==> config.mk <==
export PLATFORM = sky130hd
export DESIGN_NAME = icnt_trigger
export DESIGN_NICKNAME = d
export VERILOG_FILES = /design/src/rtl/icnt_pkg.sv /design/src/rtl/icnt_ctrl_reg.sv /design/src/rtl/icnt_priv_gate.sv /design/src/rtl/icnt_counter.sv /design/src/rtl/icnt_trigger.sv
export SDC_FILE = /design/constraint.sdc
export NUM_CORES = 1
export LEC_CHECK = 0
export ABC_CLOCK_PERIOD_IN_PS = 3600
export BUFFER_PORTS_ARGS = -buffer_cell sky130_fd_sc_hd__clkbuf_2
export CAP_MARGIN = 25
export CELL_PAD_IN_SITES_DETAIL_PLACEMENT = 1
export CELL_PAD_IN_SITES_GLOBAL_PLACEMENT = 1
export CORE_UTILIZATION = 30
export DETAILED_ROUTE_END_ITERATION = 12
export PLACE_DENSITY = 0.75
export SLEW_MARGIN = 5
export SYNTH_ARGS = -nofsm -noshare
export SYNTH_HDL_FRONTEND = slang
export SYNTH_HIERARCHICAL = 1
export SYNTH_SLANG_ARGS = --single-unit
==> constraint.sdc <==
create_clock -name clk_i -period 3.6 [get_ports clk_i]
set_input_delay 0.36 -clock clk_i [delete_from_list [all_inputs] [get_ports clk_i]]
set_output_delay 0.36 -clock clk_i [all_outputs]
set_load 0.02 [all_outputs]
==> src/rtl/icnt_pkg.sv <==
package icnt_pkg;
  localparam int unsigned XLEN      = 32;
  localparam int unsigned CNT_W     = 14;
  localparam int unsigned CNT_LSB   = 10;
  localparam int unsigned EN_LSB    = 6;
  localparam int unsigned VEN_LSB   = 25;
  localparam int unsigned TYPE_LSB  = 28;
  localparam int unsigned TYPE_W    = 4;
  localparam logic [3:0]  TYPE_CODE = 4'd3;
  localparam int unsigned NPRIV     = 4;
  localparam int unsigned NVPRIV    = 2;

  typedef enum logic [1:0] {
    PRIV_U   = 2'd0,
    PRIV_S   = 2'd1,
    PRIV_RSV = 2'd2,
    PRIV_M   = 2'd3
  } priv_e;
endpackage

==> src/rtl/icnt_ctrl_reg.sv <==
module icnt_ctrl_reg
  import icnt_pkg::*;
#(
  parameter int unsigned NP = NPRIV,
  parameter int unsigned NV = NVPRIV
) (
  input  logic          clk_i,
  input  logic          rst_ni,
  input  logic          we_i,
  input  logic [NP-1:0] host_wen_i,
  input  logic [NV-1:0] virt_wen_i,
  output logic [NP-1:0] host_en_o,
  output logic [NV-1:0] virt_en_o
);
  // privilege 2 is reserved: no storage, reads zero
  for (genvar i = 0; i < NP; i++) begin : g_host
    if (i == int'(PRIV_RSV)) begin : g_rsv
      assign host_en_o[i] = 1'b0;
      logic rsv_unused;
      assign rsv_unused = host_wen_i[i];
    end else begin : g_bit
      logic en_q;
      always_ff @(posedge clk_i or negedge rst_ni) begin
        if (!rst_ni)   en_q <= 1'b0;
        else if (we_i) en_q <= host_wen_i[i];
      end
      assign host_en_o[i] = en_q;
    end
  end

  for (genvar j = 0; j < NV; j++) begin : g_virt
    logic en_q;
    always_ff @(posedge clk_i or negedge rst_ni) begin
      if (!rst_ni)   en_q <= 1'b0;
      else if (we_i) en_q <= virt_wen_i[j];
    end
    assign virt_en_o[j] = en_q;
  end

  a_r10_en_reset: assert property (@(posedge clk_i)
    $rose(rst_ni) |-> (host_en_o == '0 && virt_en_o == '0));
endmodule

==> src/rtl/icnt_priv_gate.sv <==
module icnt_priv_gate
  import icnt_pkg::*;
#(
  parameter int unsigned NP = NPRIV,
  parameter int unsigned NV = NVPRIV
) (
  input  logic [1:0]    priv_i,
  input  logic          virt_i,
  input  logic [NP-1:0] host_en_i,
  input  logic [NV-1:0] virt_en_i,
  output logic          active_o
);
  always_comb begin
    if (virt_i) active_o = !priv_i[1] && virt_en_i[priv_i[0]];
    else        active_o = host_en_i[priv_i];
  end

  // virtualized M or reserved level never counts
  always_comb begin
    if (virt_i && priv_i[1])
      a_r3_virt_high: assert (!active_o);
  end
endmodule

==> src/rtl/icnt_counter.sv <==
module icnt_counter #(
  parameter int unsigned CW = 14
) (
  input  logic          clk_i,
  input  logic          rst_ni,
  input  logic          load_i,
  input  logic [CW-1:0] load_val_i,
  input  logic          retire_i,
  input  logic          active_i,
  output logic [CW-1:0] count_o,
  output logic          fire_o
);
  logic [CW-1:0] cnt_q, cnt_d;
  logic          fire_q, fire_d;
  logic          step;

  assign step = retire_i && active_i && (cnt_q != '0);

  always_comb begin
    cnt_d  = cnt_q;
    fire_d = 1'b0;
    if (load_i) begin
      cnt_d = load_val_i;
    end else if (step) begin
      cnt_d  = cnt_q - 1'b1;
      fire_d = (cnt_q == CW'(1));
    end
  end

  always_ff @(posedge clk_i or negedge rst_ni) begin
    if (!rst_ni) begin
      cnt_q  <= '0;
      fire_q <= 1'b0;
    end else begin
      cnt_q  <= cnt_d;
      fire_q <= fire_d;
    end
  end

  assign count_o = cnt_q;
  assign fire_o  = fire_q;

  a_r8_load: assert property (@(posedge clk_i) disable iff (!rst_ni)
    load_i |=> (count_o == $past(load_val_i) && !fire_o));
  a_r5_dec: assert property (@(posedge clk_i) disable iff (!rst_ni)
    (!load_i && retire_i && active_i && count_o != '0) |=> count_o == $past(count_o) - 1'b1);
  a_r4_hold: assert property (@(posedge clk_i) disable iff (!rst_ni)
    (!load_i && !(retire_i && active_i)) |=> ($stable(count_o) && !fire_o));
  a_r2_idle: assert property (@(posedge clk_i) disable iff (!rst_ni)
    (!load_i && count_o == '0) |=> (count_o == '0 && !fire_o));
  a_r6_pulse: assert property (@(posedge clk_i) disable iff (!rst_ni)
    fire_o |=> !fire_o);
  a_r6_at_zero: assert property (@(posedge clk_i) disable iff (!rst_ni)
    fire_o |-> count_o == '0);
endmodule

==> src/rtl/icnt_trigger.sv <==
module icnt_trigger
  import icnt_pkg::*;
#(
  parameter int unsigned CNT_WIDTH = CNT_W
) (
  input  logic            clk_i,
  input  logic            rst_ni,
  input  logic            ctrl_we_i,
  input  logic [XLEN-1:0] ctrl_wdata_i,
  input  logic            retire_i,
  input  logic [1:0]      priv_i,
  input  logic            virt_i,
  output logic [XLEN-1:0] ctrl_o,
  output logic [CNT_WIDTH-1:0] count_o,
  output logic            bp_req_o
);
  localparam int unsigned CNT_MSB = CNT_LSB + CNT_WIDTH - 1;

  logic [NPRIV-1:0]     host_en;
  logic [NVPRIV-1:0]    virt_en;
  logic                 active;
  logic [CNT_WIDTH-1:0] cnt;

  icnt_ctrl_reg #(.NP(NPRIV), .NV(NVPRIV)) u_ctrl (
    .clk_i      (clk_i),
    .rst_ni     (rst_ni),
    .we_i       (ctrl_we_i),
    .host_wen_i (ctrl_wdata_i[EN_LSB +: NPRIV]),
    .virt_wen_i (ctrl_wdata_i[VEN_LSB +: NVPRIV]),
    .host_en_o  (host_en),
    .virt_en_o  (virt_en)
  );

  icnt_priv_gate #(.NP(NPRIV), .NV(NVPRIV)) u_gate (
    .priv_i    (priv_i),
    .virt_i    (virt_i),
    .host_en_i (host_en),
    .virt_en_i (virt_en),
    .active_o  (active)
  );

  icnt_counter #(.CW(CNT_WIDTH)) u_cnt (
    .clk_i      (clk_i),
    .rst_ni     (rst_ni),
    .load_i     (ctrl_we_i),
    .load_val_i (ctrl_wdata_i[CNT_MSB:CNT_LSB]),
    .retire_i   (retire_i),
    .active_i   (active),
    .count_o    (cnt),
    .fire_o     (bp_req_o)
  );

  // action, hit, pending, mode and type bits of the write are dropped
  logic wdata_unused;
  assign wdata_unused = ^{ctrl_wdata_i[XLEN-1:VEN_LSB+NVPRIV],
                          ctrl_wdata_i[VEN_LSB-1:CNT_MSB+1],
                          ctrl_wdata_i[EN_LSB-1:0]};

  always_comb begin
    ctrl_o = '0;
    ctrl_o[TYPE_LSB +: TYPE_W]   = TYPE_CODE;
    ctrl_o[VEN_LSB +: NVPRIV]    = virt_en;
    ctrl_o[CNT_MSB:CNT_LSB]      = cnt;
    ctrl_o[EN_LSB + 0]           = host_en[0];
    ctrl_o[EN_LSB + 1]           = host_en[1];
    ctrl_o[EN_LSB + 3]           = host_en[3];
  end

  assign count_o = cnt;

  a_r7_zero_fields: assert property (@(posedge clk_i) disable iff (!rst_ni)
    (ctrl_o[5:0] == '0 && !ctrl_o[8] && !ctrl_o[24] && !ctrl_o[27]));
  a_r1_readback: assert property (@(posedge clk_i) disable iff (!rst_ni)
    ctrl_we_i |=> ctrl_o[CNT_MSB:CNT_LSB] == $past(ctrl_wdata_i[CNT_MSB:CNT_LSB]));
endmodule

==> flow_summary.toml <==
[placement]
gp_congestion = 0.813
dp_slack_ns = 1.36
portBuffers = 59
dp_hpwl_um = 2740

[yosys]
synth_top_family_by_area = "simple AND/OR/NAND/NOR gates"
synth_area_mm2 = 0.00148
synth_cells = 162
synthTopCellsByArea = "dfrtp_1 34%, buf_4 17%, mux2_2 4.6%"
synth_compound_area_share_pct = 11.8
synth_mux_area_share_pct = 9.45
yosys.area_share.simple_pct = 21.4
synth_area_leader_cell = "dfrtp_1"
netlist.area_leader.share_pct = 33.8
synth_cell_types = 40
syn_avg_cell_area_um2 = 9.15
synthAdderAreaFrac_pct = 1.69
synthXorXnorAreaFrac_pct = 1.18
ys_seq_area_share_pct = 33.8
yosys_register_bits = 20
yosys_warnings = 6

[setup_path]
crit_family = "simple AND/OR/NAND/NOR gates"
cp.required_ns = 3.77
critPathCaptureType = "flip-flop"
cpPeakStageDelay_ns = 0.69
rr_worst_depth = 4
crit_path_start_kind = "flip-flop"
cp_max_fo = 10
crit_path_top_delay_cell = "nor4_1"
worstReg2RegEnd = "u_cnt/count_o[1]"
crit_arrival_ns = 2.41
path_buf_inv = 0
regToRegSetupSlack_ns = 1.36
crit_type = "flip-flop to flip-flop"
cp_cell_sequence = "nor4_1, a41o_1, mux2_2, o21ai_0"
r2r_start = "u_cnt/count_o[4]"

[finish]
antenna_cells = 0
area_growth_pct = 12.9
fin_nets = 241
final_util_pct = 35.2
drive_above_1_share_pct = 37.4

[global_routing]
grt-ovfl-total = 0
first_global_vias = 1222
antenna_found_initial = 0
grt_use_total_pct = 14.6
grt_first_pass_wirelength_um = 5960
grt_max_degree = 26

[die]
rows = 25
die-width_um = 72.3
io_pins = 86
die_height_um = 72.3
core_area_mm2 = 0.00475
initial_core_util_pct = 31.2
dieArea_mm2 = 0.00523

[timing]
setup_viol = 0
fin_skew_ns = 0.00709
relSlewSlack_pct = 51.0
max_freq_mhz = 447
holdWs_ns = 0.0648
hold_viol_final = 0
fin_crit_ns = 2.24
report.final.slew_viol_count = 0
rsz0062_at_grt = "false"
period_share_pct = 62.2
fin_ws_ns = 1.36
tightest_slew_ns = 0.728
setup-tns-final_ns = 0

[cts]
clk_pin_slew_ns = 0.08
cts_setup_buffers = 0
cts_resized = 0
max-clock-path-buffers = 2
numCtsBuffers = 3
htree_num_levels = 1
clock_sinks = 20
clock_latency_ns = 0.26
ctsHoldBuffers = 0
cts_tree = "built"
cts-root-buf = "clkbuf_8"

[job]
drv_cap = 0

[pwr]
p_leak_nw = 0.810
peakVddDrop_v = 0.000177
power.density_mw_per_mm2 = 377

[hold_path]
hold_path.class = "input pin to asynchronous set/reset pin"

[detailed_routing]
first_pass_iters = 4
viasPerCell = 4.83
wl_per_cell_um = 13.6
drtIter0Drc = 44
drcViolationCount = 0
vias = 1279
routed_wl_um = 3600
antenna_left = 0

[run_status]
run_status = "completed"
-- area by class of cell --
type                       count  area [um2]
sequential                    20         500
tap                           67        83.8
timing repair buffer          60         303
multi-input combinational    110         727
fill                         606        3080
inverter                       5        18.8
clock buffer                   3        41.3
-- how the worst max path moves through the flow --
| stage | from | endpoint | cells after the start |
|---|---|---|---|
| after floorplan | u_ctrl/g_virt[1].en_q | u_cnt/count_o[1] | 8 |
| after global placement | priv_i[0] | u_cnt/count_o[1] | 7 |
| after detailed placement | priv_i[0] | u_cnt/count_o[1] | 7 |
| after CTS | u_cnt/count_o[4] | u_cnt/count_o[1] | 4 |
| after global routing | u_cnt/count_o[4] | u_cnt/count_o[1] | 4 |
| final | u_cnt/count_o[4] | u_cnt/count_o[1] | 4 |
-- power breakdown --
| part | switching (mW) | internal [mW] |
|---|---|---|
| combinational | 0.129 | 0.0724 |
| sequential | 0.0345 | 0.246 |
| clock | 0.0757 | 0.0745 |
| total | 0.239 | 0.393 |
-- stage by stage --
step	instances	power, mW	area, um2
after floorplan	173	0.451	1520
after global placement	262	0.483	1630
after detailed placement	262	0.489	1630
after CTS	265	0.643	1670
after global routing	265	0.675	1670
final	265	0.632	1670
-- cells by family after synthesis --
family	Yosys count
xor gates and xnor gates	2
adders and majority gates	2
and+or+nand+nor	55
muxes	12
AOI/OAI and AO/OA	25
DFF	20
other	3
buffers and inverters	43
-- sequential cells by signal (all words and copies together) (netlist names) --
signal / count
u_cnt/fire_o: 1
u_ctrl/g_host.g_bit.en_q: 3
u_cnt/count_o: 14
u_ctrl/g_virt.en_q: 2
-- worst register-to-register path, delay by kind of cell, from the launching register on --
family	cells	cell delay [ns]
flip-flops	1	0.48
multiplexers	1	0.37
AND/OR/NAND/NOR	1	0.69
AO/OA/AOI/OAI	2	0.61
-- layout by cell type (no fill, tap or decap), types with 5 or more instances in the layout --
master	count
nor2_1	9
inv_1	5
o21ai_0	6
clkbuf_2	59
dfrtp_1	20
mux2i_1	5
a21oi_1	6
mux2_2	6
nand3_1	5
nand2_1	12
conb_1	14
-- cells in the mapped netlist --
cell type,number
or3b_2,1
nor3b_1,2
inv_1,5
a2bb2oi_1,1
nor2b_1,1
a41o_1,1
mux2_2,6
nor2_1,9
nor3_1,4
o21ai_1,1
ha_1,2
buf_4,34
or4_4,1
o2bb2ai_1,1
nand2b_1,2
conb_1,3
buf_6,1
and3_1,1
mux2i_1,5
or4b_1,1
mux4_2,1
dfrtp_1,20
a21oi_1,6
nor4b_1,1
a31oi_1,4
or2_2,1
and4bb_1,1
xnor2_1,2
nand3_1,5
o21ai_0,6
or4_1,4
nand3b_1,1
a2111oi_4,1
nand2_1,12
clkbuf_1,3
nor4_1,2
o211ai_1,2
nand4_1,4
o31ai_1,2
and4b_1,2
-- layer usage --
| metal | GRT usage, % | vias up | routed length (um) |
|---|---|---|---|
| met2 | 24.3 | 39 | 1820 |
| li1 | - | 606 | - |
| met4 | 1.31 | 0 | 12 |
| met5 | 0 | - | 0 |
| met1 | 20.1 | 632 | 1590 |
| met3 | 3.19 | 2 | 182 |
(Power assumes the default switching activity.)
